==> config.mk <==
export PLATFORM = sky130hd
export DESIGN_NAME = ds_dac
export DESIGN_NICKNAME = d
export VERILOG_FILES = /design/src/rtl/ds_dac.sv
export SDC_FILE = /design/constraint.sdc
export NUM_CORES = 1
export LEC_CHECK = 0
export BUFFER_PORTS_ARGS = -buffer_cell sky130_fd_sc_hd__buf_2
export CAP_MARGIN = 20
export CORE_AREA = 2 2 39 41
export CTS_BUF_LIST = sky130_fd_sc_hd__clkbuf_4
export CTS_CLUSTER_DIAMETER = 60
export CTS_CLUSTER_SIZE = 12
export DETAILED_ROUTE_END_ITERATION = 10
export DIE_AREA = 0 0 41 43
export PLACE_DENSITY = 0.69
export SYNTH_ARGS = -nofsm -noshare
export SYNTH_HDL_FRONTEND = slang
export SYNTH_SLANG_ARGS = --single-unit
==> constraint.sdc <==
create_clock -name clk -period 2.3 [get_ports clk]
set_clock_uncertainty 0.05 [all_clocks]
set_input_delay 0.115 -clock clk [delete_from_list [all_inputs] [get_ports clk]]
set_output_delay 0.115 -clock clk [all_outputs]
set_load 0.05 [all_outputs]
==> src/rtl/ds_dac.sv <==
module ds_dac #(
  parameter int W = 8
) (
  input  logic         clk,
  input  logic         rst,
  input  logic [W-1:0] din,
  output logic         dac_out
);
  localparam int SW = W + 2;
  localparam logic [SW-1:0] SIGMA_INIT = {2'b01, {W{1'b0}}};

  logic [SW-1:0] sigma_q;
  logic [SW-1:0] fb_word;
  logic [SW-1:0] delta;
  logic [SW-1:0] sigma_d;

  assign fb_word = {{2{sigma_q[SW-1]}}, {W{1'b0}}};
  assign delta   = {2'b00, din} + fb_word;
  assign sigma_d = delta + sigma_q;

  always_ff @(posedge clk) begin
    if (rst) begin
      sigma_q <= SIGMA_INIT;
      dac_out <= 1'b0;
    end else begin
      sigma_q <= sigma_d;
      dac_out <= sigma_d[SW-1];
    end
  end
endmodule

==> impl_metrics.yaml <==
setup_path:
  end_kind: "flip-flop"
  worstSetupStartpointType: "flip-flop"
  worstPathArrival_ps: 2090
  ff2ff_setup_slack_ps: 310
  crit_type: "reg -> reg"
  path_max_fanout: 5
  r2r_cells: 6
  crit_required_ps: 2400
drt:
  num_vias: 497
  first_pass_iters: 4
  wl_um: 978
  avgViaCountPerCell: 5.232
  drt_iter0_drc: 3
  route.antenna.remaining_nets: 0
  drc: 0
  post_drt_wl_per_cell_um: 10.29
placement:
  hpwlAfterDp_um: 816.7
  place_inst: 92
  port_buffers: 10
  place.gp.congestion: 0.6541
yosys:
  ys_async_sr_fraction_pct: 0
  synth_compound_area_share_pct: 19.64
  yosysSeqAreaShare_pct: 32.06
  syn_area_um2: 624.3
  yosys-mux-area-fraction_pct: 2.405
  synth_edf_count: 0
  yosys.area_share.simple_pct: 18.24
  syn_area_per_cell_um2: 9.319
  ys.flop_type: "dfxtp_1"
  synth_seq_cells: 10
  syn-num-nets: 87
  yosys_warnings: 0
  synthCells: 67
  synth_top_family_by_area: "adder cells"
  synthDistinctLibCells: 26
  synthAdderAreaFrac_pct: 21.24
  synth_xor_area_share_pct: 2.806
grt:
  track_usage_pct: 13.80
  grt_max_degree: 13
  grt_remaining_overflow: 0
  antenna_found_initial: 0
  grt_pass1_wl_mm: 1.635
  grt_pass1_vias: 451
floorplanning:
  fp.dieH_um: 43
  core_um2: 1384
  ios: 11
  initial_core_util_pct: 45.12
  rows: 14
  die_area_um2: 1763
  die_w_um: 41
power_and_ir_drop:
  ir_drop_v: 0.0003769
  p_per_area_nw_per_um2: 1050
  comb_power_share_pct: 51.0
  p_int_w: 0.0004643
  p_seq_share_pct: 32.8
  p_sw_w: 0.0002843
  p_clk_share_pct: 16.2
  leakage_nw: 0.3224
  p_sw_share_pct: 37.98
job:
  cap_violations: 0
clocking:
  cts-root-buf: "clkbuf_4"
  h-tree-depth: 1
  cts_tree: "done"
  postCtsHoldBufs: 0
  cts_buffer_depth: 2
  cts.sinks: 10
  clk_transition_reported_paths_ps: 70
  cts_buffers: 3
  cts-resized-gates: 0
  cts_setup_buffers: 0
  clk_latency_ps: 270
finish:
  final_nets: 101
  areaGrowthSynthToFinish_pct: 14.23
  ff_latch_area_um2: 200.2
  stdcell_count: 95
  multiInputGateArea_um2: 401.6
  fill_cells: 142
  final_util_pct: 51.54
  diodes: 0
  drive_above_1_share_pct: 21.52
timing:
  setup_tns_ps: 0
  finalHoldViolCount: 0
  worst_pin_slew_ps: 382.0
  fmax_mhz: 501.9
  holdWs_ps: 110.0
  rsz0062_at_grt: "no"
  slew_viol_final: 0
  max-slew-margin-rel_pct: 74.53
  min_period_ps: 1992
  setup_viol: 0
  timing.final.crit_share_pct: 86.62
run_status:
  outcome: "finished clean"
worst_hold_path:
  hold_depth: 2
  hold_path.class: "in -> reg"
[cells by family after synthesis]
family	after synthesis
flip-flops	10
AND/OR/NAND/NOR	23
buffers and inverters	6
adder cells (fa/ha/maj)	10
AO/OA/AOI/OAI	15
XOR/XNOR	2
multiplexers	1
[Yosys cell counts (2+ instances only)]
master	n	share of area [%]
dfxtp_1	10	32
ha_1	9	18
nor2_1	8	4.8
inv_1	5	3.0
nor2b_1	5	5.0
a21oi_1	4	3.2
nand2_1	3	1.8
nor3_1	3	2.4
a211oi_1	2	2.4
o21ai_0	2	1.6
[final timing paths]
| check | start | endpoint |
|---|---|---|
| setup / recovery | sigma_q[3] | sigma_q[7] |
| setup reg to reg | sigma_q[3] | sigma_q[7] |
| hold / removal | rst | sigma_q[5] |
| hold reg to reg | sigma_q[0] | sigma_q[0] |
[layout make-up]
| cell class | instances | share of cell area [%] |
|---|---|---|
| repair buffers | 10 | 7.018 |
| well taps | 16 | 2.807 |
| multi-input cells | 51 | 56.32 |
| clock buffers | 3 | 3.158 |
| inverters | 5 | 2.632 |
| flip-flops and latches | 10 | 28.07 |
[per-layer routing]
metal,routed length [um],track usage [%],share of wire (%),up-vias
met2,446,21.56,46,9
met5,0,0,0,-
met1,462,14.94,47,224
li1,-,-,-,262
met3,45,5.236,4.6,2
met4,23,8.000,2.4,0
[sequential cells by signal, indices dropped and copies added, names as in the netlist]
name / cells
sigma_q: 9
dac_out: 1
[worst max-delay path: stages, from the launching register on]
cell and delay (ps):
dfxtp_1 300, ha_1 350, a21oi_2 150, nor2b_1 50
a311o_2 390, a221oi_4 260, mux2_4 320
[power by group through the flow]
stage | clock, W | combinational (W) | sequential, W
global route | 0.000133 | 0.000426 | 0.000253
floorplan | 0 | 0.000296 | 0.000274
detailed placement | 0 | 0.000384 | 0.000251
CTS | 0.000127 | 0.000386 | 0.000247
finish | 0.000121 | 0.000382 | 0.000246
global placement | 0 | 0.000378 | 0.000248
[placed cells by master (no fill, tap or decap), types with 3 or more instances in the layout]
cell and instances:
nor2_1 8, nor3_1 3, clkbuf_4 3, nand2_1 3
buf_2 10, dfxtp_1 10, a21oi_1 4, inv_1 5
nor2b_1 5, ha_1 9
[per-stage QoR]
step	cell area, um2	total power (W)	worst slack [ps]
5_1_grt	713.2	0.0008118	250.1
3_3_place_gp	690.7	0.0006264	342.7
4_1_cts	713.2	0.0007603	309.6
3_5_place_dp	690.7	0.0006349	328.9
6_report	713.2	0.0007487	307.7
2_1_floorplan	624.3	0.0005704	388.4
Power figures use the tool's default switching activity.
